==> config.mk <==
export PLATFORM = sky130hd
export DESIGN_NAME = ahb_apb_xfer_conv
export DESIGN_NICKNAME = d
export VERILOG_FILES = /design/src/rtl/ahb_apb_xfer_pkg.sv /design/src/rtl/ahb_apb_xfer_strb.sv /design/src/rtl/ahb_apb_xfer_seq.sv /design/src/rtl/ahb_apb_xfer_conv.sv
export SDC_FILE = /design/constraint.sdc
export NUM_CORES = 1
export LEC_CHECK = 0
export ABC_AREA = 0
export BUFFER_PORTS_ARGS = -buffer_cell sky130_fd_sc_hd__buf_4
export CORE_AREA = 2 2 73 75
export CTS_BUF_LIST = sky130_fd_sc_hd__clkbuf_4 sky130_fd_sc_hd__clkbuf_8 sky130_fd_sc_hd__clkbuf_16
export DETAILED_ROUTE_END_ITERATION = 6
export DIE_AREA = 0 0 75 77
export PLACE_DENSITY = 0.79
export SLEW_MARGIN = 0
export SYNTH_ARGS = -nofsm -noshare
export SYNTH_HDL_FRONTEND = slang
export SYNTH_HIERARCHICAL = 1
export SYNTH_SLANG_ARGS = --single-unit
==> constraint.sdc <==
create_clock -name clk -period 1.6 [get_ports clk]
set_input_delay 0.24 -clock clk [delete_from_list [all_inputs] [get_ports clk]]
set_output_delay 0.24 -clock clk [all_outputs]
set_load 0.01 [all_outputs]
==> src/rtl/ahb_apb_xfer_pkg.sv <==
package ahb_apb_xfer_pkg;

  typedef enum logic [2:0] {
    XS_IDLE   = 3'd0,
    XS_WAIT   = 3'd1,
    XS_SETUP  = 3'd2,
    XS_ACCESS = 3'd3,
    XS_ERR1   = 3'd4,
    XS_ERR2   = 3'd5
  } xfer_state_e;

endpackage

==> src/rtl/ahb_apb_xfer_strb.sv <==
module ahb_apb_xfer_strb #(
  parameter int DW     = 32,
  parameter int ENDIAN = 1,
  localparam int NB    = DW / 8,
  localparam int LW    = (NB > 1) ? $clog2(NB) : 1
) (
  input  logic [2:0]    size,
  input  logic [LW-1:0] lane_addr,
  output logic [NB-1:0] strb
);

  localparam int SZ_FULL = $clog2(NB);
  localparam int LX      = (NB >= 4) ? 3 : NB - 1;

  logic          full_w;
  logic [NB-1:0] le_w;

  assign full_w = (int'(size) >= SZ_FULL);

  // lane sits in the aligned group of 2^size lanes holding the start lane
  always_comb begin
    for (int i = 0; i < NB; i++) begin
      le_w[i] = full_w || ((LW'(i) >> size) == (lane_addr >> size));
    end
  end

  generate
    if (ENDIAN == 1) begin : g_le
      assign strb = le_w;
    end else begin : g_be
      for (genvar i = 0; i < NB; i++) begin : g_lane
        assign strb[i] = le_w[i ^ LX];
      end
    end
  endgenerate

endmodule

==> src/rtl/ahb_apb_xfer_seq.sv <==
module ahb_apb_xfer_seq
  import ahb_apb_xfer_pkg::*;
(
  input  logic clk,
  input  logic rst_n,
  input  logic start,
  input  logic pready,
  input  logic pslverr,
  output logic take,
  output logic hreadyout,
  output logic hresp,
  output logic psel,
  output logic penable
);

  xfer_state_e state_q, state_d;
  logic        ok_done;

  assign ok_done   = (state_q == XS_ACCESS) && pready && !pslverr;
  assign hreadyout = (state_q == XS_IDLE) || ok_done || (state_q == XS_ERR2);
  assign hresp     = (state_q == XS_ERR1) || (state_q == XS_ERR2);
  assign psel      = (state_q == XS_SETUP) || (state_q == XS_ACCESS);
  assign penable   = (state_q == XS_ACCESS);
  assign take      = start && hreadyout;

  always_comb begin
    state_d = state_q;
    unique case (state_q)
      XS_IDLE:   if (take) state_d = XS_WAIT;
      XS_WAIT:   state_d = XS_SETUP;
      XS_SETUP:  state_d = XS_ACCESS;
      XS_ACCESS: begin
        if (pready) begin
          if (pslverr)   state_d = XS_ERR1;
          else if (take) state_d = XS_SETUP;
          else           state_d = XS_IDLE;
        end
      end
      XS_ERR1:   state_d = XS_ERR2;
      XS_ERR2:   state_d = take ? XS_SETUP : XS_IDLE;
      default:   state_d = XS_IDLE;
    endcase
  end

  always_ff @(posedge clk or negedge rst_n) begin
    if (!rst_n) state_q <= XS_IDLE;
    else        state_q <= state_d;
  end

  // setup is always followed by access
  p_setup_to_access_r3: assert property (@(posedge clk) disable iff (!rst_n)
    (psel && !penable) |=> (psel && penable));

  // access is held while the slave is not ready
  p_hold_access_r4: assert property (@(posedge clk) disable iff (!rst_n)
    (penable && !pready) |=> (psel && penable));

  // first error cycle is followed by the completing error cycle
  p_err_second_r11: assert property (@(posedge clk) disable iff (!rst_n)
    (hresp && !hreadyout) |=> (hresp && hreadyout));

endmodule

==> src/rtl/ahb_apb_xfer_conv.sv <==
module ahb_apb_xfer_conv #(
  parameter int AW     = 16,
  parameter int DW     = 32,
  parameter int ENDIAN = 1
) (
  input  logic              clk,
  input  logic              rst_n,
  input  logic              hsel,
  input  logic              hready_in,
  input  logic [1:0]        htrans,
  input  logic [AW-1:0]     haddr,
  input  logic              hwrite,
  input  logic [2:0]        hsize,
  input  logic [3:0]        hprot,
  input  logic [DW-1:0]     hwdata,
  output logic              hreadyout,
  output logic [DW-1:0]     hrdata,
  output logic              hresp,
  output logic              psel,
  output logic              penable,
  output logic              pwrite,
  output logic [2:0]        pprot,
  output logic [AW-1:0]     paddr,
  output logic [DW-1:0]     pwdata,
  output logic [DW/8-1:0]   pstrb,
  input  logic              pready,
  input  logic [DW-1:0]     prdata,
  input  logic              pslverr
);

  localparam int NB = DW / 8;
  localparam int LW = (NB > 1) ? $clog2(NB) : 1;

  // asynchronous assertion, synchronous release
  logic [1:0] rst_sync_q;
  logic       rst_ni;

  always_ff @(posedge clk or negedge rst_n) begin
    if (!rst_n) rst_sync_q <= '0;
    else        rst_sync_q <= {rst_sync_q[0], 1'b1};
  end
  assign rst_ni = rst_sync_q[1];

  logic          start_w, take_w;
  logic [NB-1:0] strb_w;

  assign start_w = hsel && hready_in && htrans[1];

  ahb_apb_xfer_seq u_seq (
    .clk       (clk),
    .rst_n     (rst_ni),
    .start     (start_w),
    .pready    (pready),
    .pslverr   (pslverr),
    .take      (take_w),
    .hreadyout (hreadyout),
    .hresp     (hresp),
    .psel      (psel),
    .penable   (penable)
  );

  ahb_apb_xfer_strb #(.DW(DW), .ENDIAN(ENDIAN)) u_strb (
    .size      (hsize),
    .lane_addr (haddr[LW-1:0]),
    .strb      (strb_w)
  );

  logic [AW-1:0] paddr_q, paddr_d;
  logic          pwrite_q, pwrite_d;
  logic [2:0]    pprot_q, pprot_d;
  logic [NB-1:0] pstrb_q, pstrb_d;

  always_comb begin
    paddr_d  = paddr_q;
    pwrite_d = pwrite_q;
    pprot_d  = pprot_q;
    pstrb_d  = pstrb_q;
    if (take_w) begin
      paddr_d  = haddr;
      pwrite_d = hwrite;
      pprot_d  = {~hprot[0], 1'b0, hprot[1]};
      pstrb_d  = strb_w;
    end
  end

  always_ff @(posedge clk or negedge rst_ni) begin
    if (!rst_ni) begin
      paddr_q  <= '0;
      pwrite_q <= 1'b0;
      pprot_q  <= '0;
      pstrb_q  <= '0;
    end else begin
      paddr_q  <= paddr_d;
      pwrite_q <= pwrite_d;
      pprot_q  <= pprot_d;
      pstrb_q  <= pstrb_d;
    end
  end

  assign paddr  = paddr_q;
  assign pwrite = pwrite_q;
  assign pprot  = pprot_q;
  assign pstrb  = pstrb_q;

  // direction-blind data paths
  assign pwdata = hwdata;
  assign hrdata = prdata;

  // address held from setup into access
  p_addr_stable_r6: assert property (@(posedge clk) disable iff (!rst_ni)
    (psel && penable) |-> $stable(paddr));

  // strobes held from setup into access
  p_strb_stable_r6: assert property (@(posedge clk) disable iff (!rst_ni)
    (psel && penable) |-> $stable(pstrb));

endmodule

# Word level (Yosys, flattened, before mapping)
# Index checks and enable logic that the tools add are counted.
# totals
regBits	28
latchBits	0
ram_bits	0
rom_bits	0
in_bits	96
out_inout_bits	92
wordCells	45
mem_count	0
# classes
addsub	0
n_mul	0
div	0
order_cmp	1
eq_ne	11
shifts	5
n_mux	5
bitwise	1
reduce_logical	16
# op_table
cell	n
case mux 3 bit (6 select lines)	1
2-to-1 mux 3 bit	3
equality test 2 bit	4
logical OR 1 bit	8
equality test 3 x 2 -> 1 bit (second input constant)	2
equality test 3 bit (second input constant)	2
>> shifter 1 x 3 -> 2 bit (first input constant)	2
>> shifter 2 x 3 -> 2 bit (first input constant)	2
logical AND 1 bit	5
!= test 2 x 1 -> 1 bit (second input constant)	2
equality test 3 x 1 -> 1 bit (second input constant)	1
>= comparator 3 x 2 -> 1 bit (second input constant)	1
logical NOT 3 bit	1
>> shifter 2 x 3 -> 2 bit	1
2-to-1 mux 2 bit	1
AND reduction 2 bit	1
logical NOT 1 bit	1
inverter 1 bit	1

# Logic depth before layout (Yosys ltp)
# Gate-level depths: netlist of run 1.
# depth
ltp_word	10
depth_mapped	6
ltp_nobuf	4

# Hierarchy
# Netlist of run 1, hierarchy kept.
# modules_own_cells
module	instances	cells_each	area_each_um2
ahb_apb_xfer_conv	1	119	1411.4
ahb_apb_xfer_seq	1	22	192.7
ahb_apb_xfer_strb	1	8	42.5

# Worst setup path before layout of run 1
# Ideal clock, no wire load.
# synth_timing
path_type	flip-flop to flip-flop
start	register u_seq.state_q[2]
end	register paddr_q[10] (netlist: paddr[10])
setup_time_ns	0.125
t_arrival_ns	1.575
path_slack_ns	-0.100
stages_incl_launch_ff	6
path_cell_list	dfrtp_1 nand4b_1 o22ai_2 and2_1 buf_6 mux2_2
# synth_via
elab_chain_cells	6
# synth_lines
element	line	text
start: declaration	ahb_apb_xfer_seq.sv:16	xfer_state_e state_q, state_d;
start signal: assignment	ahb_apb_xfer_seq.sv:47	else state_q <= state_d;
equality test 3 x 2 -> 1 bit	ahb_apb_xfer_seq.sv:19	assign ok_done = (state_q == XS_ACCESS) && pready && !pslverr;
logical AND 1 bit (2 in a row)	ahb_apb_xfer_seq.sv:19	
logical OR 1 bit	ahb_apb_xfer_seq.sv:20	assign hreadyout = (state_q == XS_IDLE) || ok_done || (state_q == XS_ERR2);
logical OR 1 bit (*)	ahb_apb_xfer_seq.sv:20	
named net hreadyout	ahb_apb_xfer_conv.sv:16	output logic hreadyout,
logical AND 1 bit (*)	ahb_apb_xfer_seq.sv:24	assign take = start && hreadyout;
named net take_w	ahb_apb_xfer_conv.sv:44	logic start_w, take_w;
end signal: assignment	ahb_apb_xfer_conv.sv:93	paddr_q <= paddr_d;
end: declaration	ahb_apb_xfer_conv.sv:68	logic [AW-1:0] paddr_q, paddr_d;
# The timed path passes the listed nets; every way through them passes the cells marked *.
# A chain may end at the register's enable or synchronous reset.

# Final worst setup path of run 1
# layout_timing
start	register u_seq.state_q[2]
end	register paddr_q[4] (netlist: paddr[4])
# layout_via
elab_chain_cells	6
# layout_lines
element	line
equality test 3 x 2 -> 1 bit	ahb_apb_xfer_seq.sv:19
logical AND 1 bit (2 in a row)	ahb_apb_xfer_seq.sv:19
logical OR 1 bit	ahb_apb_xfer_seq.sv:20
logical OR 1 bit (*)	ahb_apb_xfer_seq.sv:20
logical AND 1 bit (*)	ahb_apb_xfer_seq.sv:24
named net take_w	ahb_apb_xfer_conv.sv:44
# Marks and branches as above.

==> reports/metrics.csv, run 1 <==
stage;metric;value;unit
routing;Antenna Violating Nets Remaining;0;
logic_synthesis;Post-Syn Instances;149;
cts;Clk Latency, worst-skew pair;0.26;ns
floorplanning;Starting Density;0.331;
cts;clock sink total;28;
sta;Worst Skew;0.00382;ns
worst_setup_path;CP Class;reg -> reg;
floorplanning;DIE AREA;0.00578;mm^2
worst_setup_path;CP Capture Type;register;
floorplanning;Core ar.;0.00498;mm^2
floorplanning;Die Span X;75;um
routing;DRC;0;
global_route;global route overflow;0;
worst_setup_path;Crit path max-delay family;flip-flops;
worst_setup_path;largest stage delay on the critical path;0.41;ns
logic_synthesis;top cell type's share of synthesized area;0.426;
global_route;global-route wire length before repair;4370;um
pwr;Worst VDD drop;0.789;mV
finish;ratio of cells with drive above 1 in the final layout;0.640;
pwr;Leak;0.842;nW
floorplanning;num ports;188;
outcome;status;finished with violations;
worst_setup_path;R2R cell count;5;
logic_synthesis;Netlist cell types;26;
logic_synthesis;cell area after synthesis;0.00165;mm^2
floorplanning;# rows;26;
sta;worst hold slack;0.0535;ns
global_route;all-layer global routing usage;0.0965;
finish;area grow syn2layout;7.90;%
cts;clock buffer depth;2;
pwr;power per cell area;1630;mW/mm^2
sta;Tmin final;1.62;ns
cts;CTS HTree Levels;1;
cts;CTS tree;done;
finish;fin nets;248;
job;MaxCap Viol Count;0;
finish;fin area;0.00178;mm^2
worst_setup_path;worst path buffer plus inverter count;1;
floorplanning;Die Ht;77;um
worst_setup_path;critical path depth;5;
global_route;largest net degree at the start of global routing;24;
sta;RSZ-0062 raised after global routing;yes;
sta;Final Hold Viols;0;
logic_synthesis;largest area contributor in the netlist;dfrtp_1;
sta;f_max;0.616;GHz
placed_design;post-detail-place hpwl;2260;um
placed_design;Placed Area;0.00170;mm^2
routing;Wirelength per Cell;12.9;um
worst_setup_path;Worst setup SP type;register;
sta;fin crit share;1.01;
worst_setup_path;crit-path cells;nand4b_1 > o22ai_2 > and2_4 > buf_12 > mux2_2;
routing;DRT iter0 DRCs;10;
sta;Slew Viols, Final;0;
sta;slack of the critical path;-0.0231;ns
placed_design;Port Buf Inserts;55;
min_path;Worst Hold Class;reg -> async;
placed_design;Routability Congestion;0.795;
worst_setup_path;critical path's slowest cell;dfrtp_1;
cts;Clock transition at path regs;0.09;ns
logic_synthesis;Synth Register Bits;28;
logic_synthesis;sequential-to-total area share from yosys stat;0.426;
logic_synthesis;Synth area leaders;dfrtp_1 43%, buf_4 30%, mux2_2 15%;
worst_setup_path;Critical Path AT;1.77;ns
global_route;initial antenna violation count;0;
worst_setup_path;critical path required time;1.75;ns
routing;detailed-route via count;945;
cts;CTS root buf;clkbuf_8;
cts;TritonCTS Buffers;3;
logic_synthesis;Synth Warn #;6;
finish;n_diodes;0;
logic_synthesis;syn avg cell area;11.1;um^2
global_route;vias in the first global route;973;
routing;WL final;2850;um
sta;# setup viols final;17;
routing;DRT Pass-1 Iters;2;
logic_synthesis;Syn Nets;245;
routing;routed vias/inst;4.30;
outcome;failing checks;negative setup slack;
worst_setup_path;Max FO, Critical Path;18;
## metal layers
layer  vias to the layer above  GRT usage  wire, um
met3                        28     0.0499       318
li1                        419          -         -
met5                         -          0         0
met1                       445     0.0784       884
met4                         0     0.0536       131
met2                        53      0.176      1510
## power by group
part           internal, mW  total [mW]  leakage (nW)  switching (mW)
combinational         0.824        1.36         0.488           0.539
sequential             1.02        1.18         0.333           0.159
clock                 0.168       0.360        0.0216           0.192
total                  2.01        2.90         0.842           0.891
## path summary, 6_finish.rpt
path | start | endpoint | slack (ns)
worst max-delay path | u_seq/state_q[2]$_DFFE_PN0P_ | paddr[4]$_DFFE_PN0P_ | -0.02
worst min-delay path | rst_sync_q[1]$_DFF_PN0_ | u_seq/state_q[1]$_DFFE_PN0P_ | 0.05
worst max register to register | u_seq/state_q[2]$_DFFE_PN0P_ | paddr[4]$_DFFE_PN0P_ | -0.02
worst min register to register | rst_sync_q[1]$_DFF_PN0_ | u_seq/state_q[1]$_DFFE_PN0P_ | 0.05
max in group asynchronous | rst_sync_q[1]$_DFF_PN0_ | pstrb[1]$_DFFE_PN0P_ | 1.02
min in group clk | hprot[0] | pprot[2]$_DFFE_PN0P_ | 0.14
## flip-flops by register name, summed over array words and instances, names as in the netlist
register,cells
rst_sync_q,2
pprot,2
u_seq/state_q,3
pwrite,1
paddr,16
pstrb,4
## logic make-up after synthesis
logic type	after synthesis	share of synthesized area
DFF	28	0.426
and+or+nand+nor	13	0.0464
buffers and inverters	72	0.322
AOI/OAI and AO/OA	10	0.0395
other	2	0.00456
muxes	23	0.157
xor gates and xnor gates	1	0.00532
## through the flow
| stage | TNS (ns) | std cells | total power [mW] | utilization | setup WS [ns] |
|---|---|---|---|---|---|
| floorplan | -0.321 | 149 | 1.98 | - | -0.0184 |
| global placement | 0 | 213 | 2.50 | 0.341 | 0.00630 |
| detailed placement | -0.510 | 213 | 2.55 | 0.341 | -0.0369 |
| CTS | -0.326 | 219 | 2.95 | 0.355 | -0.0267 |
| global route | -1.56 | 220 | 3.11 | 0.357 | -0.0848 |
| finish | -0.225 | 220 | 2.90 | 0.357 | -0.0231 |
## worst register-to-register path: cells and delay by family (launching register included)
family	cells	cell delay, ns
buffers and inverters	1	0.15
AOI/OAI and AO/OA	1	0.19
DFF	1	0.41
muxes	1	0.35
and+or+nand+nor	2	0.41
## cell type report
type	instances	area (um^2)
clock buffers	3	41.3
fillers	524	3200
inverters	4	15.0
multi-input cells	49	418
flip-flops and latches	28	701
well taps	70	87.6
repair buffers	66	514
## what timing repair did
item,4_1_cts,5_1_grt
endpoints found under the setup margin,22,23
gates cloned,0,0
hold buffers,1,0
pin swaps,0,0
buffers inserted,2,1
hold endpoints to repair,2,0
resized for setup,1,1
## synth_stat cells (all sizes together)
master  count
o32ai       1
a21oi       1
o21ai       5
mux2i       1
buf        68
nor2        4
mux2       22
dfrtp      28
nor3        1
o22ai       2
and3        2
conb        2
and2        1
inv         4
nand4b      1
xor2        1
nor2b       3
o21a        1
nand2       1
## cell usage in the layout (no fill, tap or decap)
master / synthesis / routed
inv_1: 4 / 3
conb_1: 2 / 2
o22ai_2: 1 / 1
inv_2: 0 / 1
nor2b_1: 2 / 2
buf_4: 65 / 63
o32ai_1: 1 / 1
nor2_2: 1 / 1
nor2b_2: 1 / 1
nand4b_1: 1 / 1
and2_4: 0 / 1
o21a_1: 1 / 1
nor2_1: 3 / 3
nor3_1: 1 / 1
mux2i_1: 1 / 1
xor2_1: 1 / 1
clkbuf_8: 0 / 3
mux2_2: 22 / 22
o22ai_1: 1 / 1
dfrtp_1: 28 / 28
a21oi_1: 1 / 1
nand2_1: 1 / 1
and3_1: 1 / 1
o21ai_1: 4 / 4
buf_6: 2 / 1
o21ai_0: 1 / 1
buf_12: 0 / 1
dlygate4sd3_1: 0 / 1
and3_2: 1 / 1
No activity file was read; power rests on OpenSTA's default activity.
==> run 2: changes to the inputs <==
Settings changed: BUFFER_PORTS_ARGS -buffer_cell sky130_fd_sc_hd__buf_4 to unset, CORE_AREA 2 2 73 75 to 2 2 72 74, DIE_AREA 0 0 75 77 to 0 0 74 76, DONT_BUFFER_PORTS set to 1, PLACE_DENSITY 0.79 to unset, SETUP_SLACK_MARGIN set to 0.02, TNS_END_PERCENT set to 100.
==> reports/metrics.csv, run 2 (synthesis results as in run 1) <==
stage;metric;value;unit;change
cts;TritonCTS Buffers;3;;unchanged
cts;Clk Latency, worst-skew pair;0.28;ns;+0.02 ns
floorplanning;Starting Density;0.335;;+0.00438
sta;f_max;0.613;GHz;-0.53%
worst_setup_path;CP Capture Type;register;;
routing;DRT iter0 DRCs;7;;-3
finish;Layout Utilization;0.296;;-0.0610
worst_setup_path;endpoint of the worst register-to-register path;paddr[1]$_DFFE_PN0P_;;
global_route;largest net degree at the start of global routing;24;;unchanged
floorplanning;num ports;188;;unchanged
sta;Tmin final;1.63;ns;+0.00863 ns
pwr;power per cell area;1880;mW/mm^2;+15%
cts;CTS HTree Levels;1;;unchanged
pwr;NetSw;0.888;mW;-0.27%
pwr;Flop pwr share;0.508;;+0.102
worst_setup_path;Worst setup SP type;register;;
finish;ratio of cells with drive above 1 in the final layout;0.449;;-0.191
finish;commonest cells after routing, fill and taps aside;28 x dfrtp_1, 15 x mux2_2, 9 x buf_4, 7 x mux2_4, 4 x o21ai_1;;
finish;Largest register FFs;16;;unchanged
routing;Antenna Violating Nets Remaining;0;;unchanged
routing;DRT Pass-1 Iters;2;;unchanged
routing;detailed-route via count;806;;-15%
global_route;global-route wire length before repair;4760;um;+9.0%
pwr;Combinational Power Share;0.283;;-0.187
cts;clock sink total;28;;unchanged
worst_setup_path;R2R Path Start;u_seq/state_q[2]$_DFFE_PN0P_;;
placed_design;Placed Area;0.00129;mm^2;-24%
routing;WL final;3290;um;+16%
floorplanning;Core ar.;0.00491;mm^2;-1.3%
finish;fin nets;195;;-21%
worst_setup_path;Critical Path AT;1.80;ns;+0.03 ns
outcome;status;finished with violations;;
routing;routed vias/inst;4.80;;+12%
placed_design;placed cells;157;;-26%
worst_setup_path;critical path startpoint;u_seq/state_q[2]$_DFFE_PN0P_;;
placed_design;post-detail-place hpwl;2530;um;+12%
cts;CTS root buf;clkbuf_8;;
pwr;part of the power in the clock network;0.209;;+0.085
floorplanning;DIE AREA;0.00562;mm^2;-2.6%
sta;slack of the critical path;-0.0318;ns;-0.00863 ns
finish;fin area;0.00145;mm^2;-18%
floorplanning;Die Ht;76;um;-1.3%
sta;Final Hold Viols;0;;unchanged
floorplanning;# rows;26;;unchanged
worst_setup_path;Max FO, Critical Path;11;;-7
finish;area grow syn2layout;-11.7;%;
pwr;Leak;0.622;nW;-26%
worst_setup_path;flop2flop setup slack;-0.03;ns;about the same
worst_setup_path;CP Class;reg -> reg;;
floorplanning;Die Span X;74;um;-1.3%
sta;Slew Viols, Final;0;;unchanged
pwr;Worst VDD drop;0.665;mV;-16%
routing;DRC;0;;unchanged
global_route;initial antenna violation count;0;;unchanged
placed_design;worst slack, placed;-0.0538;ns;-0.0169 ns
sta;RSZ-0062 raised after global routing;yes;;
sta;Fin Setup TNS;-0.446;ns;-0.221 ns
cts;clock buffer depth;2;;unchanged
global_route;global route overflow;0;;unchanged
placed_design;Port Buf Inserts;0;;-100%
sta;# setup viols final;17;;unchanged
outcome;failing checks;negative setup slack;;
sta;Worst Skew;0.00218;ns;-0.00164 ns
pwr;Pwr Total;2.73;mW;-5.9%
pwr;P_int;1.84;mW;-8.4%
finish;n_diodes;0;;unchanged
worst_setup_path;worst setup path end;paddr[1]$_DFFE_PN0P_;;
min_path;Worst Hold Class;reg -> async;;
cts;CTS tree;done;;
placed_design;Routability Congestion;0.767;;-3.5%
global_route;vias in the first global route;921;;-5.3%
global_route;all-layer global routing usage;0.111;;+0.0140
job;MaxCap Viol Count;0;;unchanged
routing;Wirelength per Cell;19.6;um;+51%
cts;Clock transition at path regs;0.10;ns;about the same
finish;Final Non-Filler Cells;168;;-24%
sta;fin crit share;1.02;;+0.00540
worst_setup_path;critical path required time;1.77;ns;+0.02 ns
finish;commonest non-fill, non-tap cell in the layout;dfrtp_1;;
worst_setup_path;R2R cell count;5;;unchanged
pwr;sw frac;0.325;;+0.0184
sta;worst hold slack;0.0585;ns;+0.00498 ns
[run 2: power groups by stage]
stage / Clock [mW] / Sequential [mW] / Combinational, mW
3_3_place_gp: 0 / 1.40 / 0.588
2_1_floorplan: 0 / 1.34 / 0.643
4_1_cts: 0.591 / 1.39 / 0.685
5_1_grt: 0.637 / 1.43 / 0.842
3_5_place_dp: 0 / 1.41 / 0.621
6_report: 0.571 / 1.39 / 0.771
[run 2: cell type report]
type	instances	area, um^2
Inverter	4	17.5
Clock buffer	3	41.3
Tap cell	70	87.6
Clock inverter	1	30.0
Timing Repair Buffer	13	129
Fill cell	503	3460
Sequential cell	28	701
Multi-Input combinational cell	49	448
[run 2: worst min-delay path by stage]
stage / endpoint / slack [ns] / startpoint
6_report: u_seq/state_q[0]$_DFFE_PN0P_ / 0.06 / rst_sync_q[1]$_DFF_PN0_
5_1_grt: pprot[2]$_DFFE_PN0P_ / 0.04 / hprot[0]
4_1_cts: u_seq/state_q[2]$_DFFE_PN0P_ / 0.06 / rst_sync_q[1]$_DFF_PN0_
3_5_place_dp: rst_sync_q[1]$_DFF_PN0_ / -0.06 / rst_n
3_3_place_gp: rst_sync_q[0]$_DFF_PN0_ / -0.06 / rst_n
2_1_floorplan: rst_sync_q[0]$_DFF_PN0_ / -0.06 / rst_n
[run 2: timing repair]
action	CTS	global route
buffers inserted	4	2
gates resized for setup	1	10
endpoints found under the setup margin	22	24
endpoints found under the hold margin	2	0
hold buffers	1	0
[run 2: metal layers]
metal,wire (um),global-route usage,vias up
li1,-,-,317
met1,967,0.0921,372
met3,552,0.0807,18
met5,0,0,-
met4,104,0.0673,0
met2,1670,0.181,99
[run 2: critical path, cell delays in order (launching register included)]
cell	delay (ns)
dfrtp_1	0.43
nand4b_1	0.23
o22ai_2	0.19
and2_4	0.20
buf_12	0.14
mux2_2	0.33
==> run 3: changes to the inputs <==
Settings changed: CORE_AREA 2 2 72 74 to 2 2 73 75, DIE_AREA 0 0 74 76 to 0 0 75 77.
Clock period 1.6 ns to 1.5 ns, I/O delays scaled along.
==> reports/metrics.csv, run 3 (synthesis results as in run 1) <==
stage;metric;value;unit;change
min_path;hold path endpoint;pprot[2]$_DFFE_PN0P_;;
worst_setup_path;crit-path cells;buf_4 > xor2_1 > o22ai_2 > and2_4 > clkbuf_16 > mux2_4;;
cts;TritonCTS Buffers;3;;unchanged
cts;Clock transition at path regs;0.10;ns;about the same
placed_design;Routability Congestion;0.647;;-16%
finish;n_diodes;0;;unchanged
finish;commonest non-fill, non-tap cell in the layout;dfrtp_1;;
finish;Largest register FFs;16;;unchanged
finish;Fill cells;520;;+3.4%
sta;# setup viols final;24;;+7
placed_design;Port Buf Inserts;0;;unchanged
routing;DRT iter0 DRCs;27;;+20
cts;Clk Latency, worst-skew pair;0.28;ns;about the same
worst_setup_path;worst path buffer plus inverter count;2;;+1
worst_setup_path;Worst setup SP type;register;;
sta;f_max;0.622;GHz;+1.5%
pwr;part of the power in the clock network;0.195;;-0.014
global_route;global-route wire length before repair;4260;um;-11%
routing;DRT Pass-1 Iters;2;;unchanged
worst_setup_path;critical path's slowest cell;dfrtp_1;;
min_path;Hold Path Stages;1;;
worst_setup_path;Crit path max-delay family;flip-flops;;
pwr;sw frac;0.316;;-0.00972
sta;slack of the critical path;-0.108;ns;-0.0761 ns
job;MaxCap Viol Count;0;;unchanged
floorplanning;DIE AREA;0.00578;mm^2;+2.7%
finish;FF/Latch Area;701;um^2;unchanged
pwr;power per cell area;1970;mW/mm^2;+4.9%
global_route;initial antenna violation count;0;;unchanged
routing;detailed-route via count;780;;-3.2%
floorplanning;num ports;188;;unchanged
floorplanning;Core ar.;0.00498;mm^2;+1.3%
routing;DRC;0;;unchanged
pwr;Flop pwr share;0.482;;-0.026
pwr;Leak;0.690;nW;+11%
pwr;Combinational Power Share;0.323;;+0.040
worst_setup_path;R2R cell count;6;;+1
pwr;NetSw;0.968;mW;+9.0%
pwr;P_int;2.10;mW;+14%
worst_setup_path;CP Capture Type;register;;
routing;Antenna Violating Nets Remaining;0;;unchanged
global_route;vias in the first global route;875;;-5.0%
sta;Slew Viols, Final;0;;unchanged
min_path;Worst Hold Class;in -> reg;;
worst_setup_path;critical path required time;1.66;ns;-0.11 ns
min_path;HP Start;hprot[0];;
floorplanning;Die Span X;75;um;+1.4%
placed_design;post-detail-place hpwl;2280;um;-9.8%
sta;Worst Skew;0.00724;ns;+0.00506 ns
cts;clock sink total;28;;unchanged
global_route;largest net degree at the start of global routing;17;;-29%
pwr;Pwr Total;3.07;mW;+12%
routing;WL final;3170;um;-3.6%
worst_setup_path;flop2flop setup slack;-0.11;ns;-0.08 ns
worst_setup_path;Max FO, Critical Path;6;;-5
sta;fin crit share;1.07;;+0.0521
cts;clock buffer depth;2;;unchanged
floorplanning;# rows;26;;unchanged
sta;Tmin final;1.61;ns;-0.0239 ns
worst_setup_path;CP Class;reg -> reg;;
outcome;status;finished with violations;;
routing;Wirelength per Cell;18.5;um;-5.3%
cts;CTS HTree Levels;1;;unchanged
worst_setup_path;endpoint of the worst register-to-register path;paddr[6]$_DFFE_PN0P_;;
worst_setup_path;Critical Path AT;1.77;ns;-0.03 ns
floorplanning;Die Ht;77;um;+1.3%
cts;CTS tree;done;;
finish;multi-input logic area;507;um^2;+13%
cts;CTS root buf;clkbuf_8;;
sta;RSZ-0062 raised after global routing;yes;;
finish;Final Non-Filler Cells;171;;+1.8%
outcome;failing checks;negative setup slack;;
floorplanning;Starting Density;0.331;;-0.00438
pwr;Worst VDD drop;0.569;mV;-14%
sta;Final Hold Viols;0;;unchanged
worst_setup_path;largest stage delay on the critical path;0.41;ns;-0.02 ns
finish;ratio of cells with drive above 1 in the final layout;0.475;;+0.0263
global_route;global route overflow;0;;unchanged
finish;area grow syn2layout;-5.47;%;
routing;routed vias/inst;4.56;;-4.9%
global_route;all-layer global routing usage;0.0958;;-0.0147
finish;commonest cells after routing, fill and taps aside;28 x dfrtp_1, 22 x mux2_4, 10 x buf_4, 4 x o21ai_1;;
worst_setup_path;R2R Path Start;u_seq/state_q[2]$_DFFE_PN0P_;;
placed_design;placed cells;160;;+1.9%
finish;fin nets;198;;+1.5%
==> run 3: changes by cell type in the layout (fill, tap and decap cells not counted) <==
| cell | previous run | this run |
|---|---|---|
| buf_4 | 9 | 10 |
| buf_6 | 1 | 2 |
| clkbuf_16 | 0 | 1 |
| mux2_2 | 15 | 0 |
| mux2_4 | 7 | 22 |
| nor2b_1 | 2 | 1 |
| nor2b_2 | 1 | 2 |
==> run 3: how the worst max path moves through the flow <==
stage	slack [ns]	to	cells after the start	startpoint
finish	-0.11	paddr[6]$_DFFE_PN0P_	6	u_seq/state_q[2]$_DFFE_PN0P_
global route	-0.16	paddr[6]$_DFFE_PN0P_	5	u_seq/state_q[2]$_DFFE_PN0P_
CTS	-0.13	paddr[7]$_DFFE_PN0P_	5	u_seq/state_q[2]$_DFFE_PN0P_
detailed placement	-0.15	pprot[0]$_DFFE_PN0P_	5	u_seq/state_q[2]$_DFFE_PN0P_
global placement	-0.08	paddr[12]$_DFFE_PN0P_	5	u_seq/state_q[2]$_DFFE_PN0P_
floorplan	-0.12	paddr[10]$_DFFE_PN0P_	5	u_seq/state_q[2]$_DFFE_PN0P_
==> run 3: timing repair <==
action                                  4_1_cts  5_1_grt
cloned                                        0        1
resized for setup                            12       16
endpoints found under the hold margin         2        0
hold buffers                                  1        0
pin swaps                                     1        2
buffers inserted                              3        2
endpoints found under the setup margin       23       26
==> run 3: cell type report <==
class                   instances  share of cell area
clock buffers                   3              0.0265
clock inverters                 1              0.0193
inverters                       4              0.0113
multi-input cells              49               0.326
flip-flops and latches         28               0.450
well taps                      70              0.0563
repair buffers                 16               0.111
==> run 3: per-stage QoR <==
stage	worst slack [ns]	utilization	setup TNS [ns]	hold slack (ns)	cell area, um^2
2_1_floorplan	-0.118	-	-2.22	-0.0706	1650
3_3_place_gp	-0.0814	0.264	-1.67	-0.0705	1310
3_5_place_dp	-0.146	0.264	-2.74	-0.0705	1310
4_1_cts	-0.132	0.293	-2.39	0.0241	1460
5_1_grt	-0.158	0.313	-3.50	0.0368	1560
6_report	-0.108	0.313	-2.16	0.0340	1560
==> run 3: power groups by stage <==
stage	clock network [mW]	registers, mW	logic [mW]
6_report	0.599	1.48	0.990
5_1_grt	0.653	1.52	1.06
4_1_cts	0.615	1.48	0.848
3_5_place_dp	0	1.49	0.701
3_3_place_gp	0	1.48	0.658
2_1_floorplan	0	1.42	0.686
==> run 3: routing by layer <==
metal / vias up / track usage / part of all wire
met3: 32 / 0.0407 / 0.10
li1: 319 / - / -
met1: 382 / 0.0886 / 0.36
met5: - / 0 / 0
met4: 0 / 0.0661 / 0.048
met2: 47 / 0.163 / 0.49
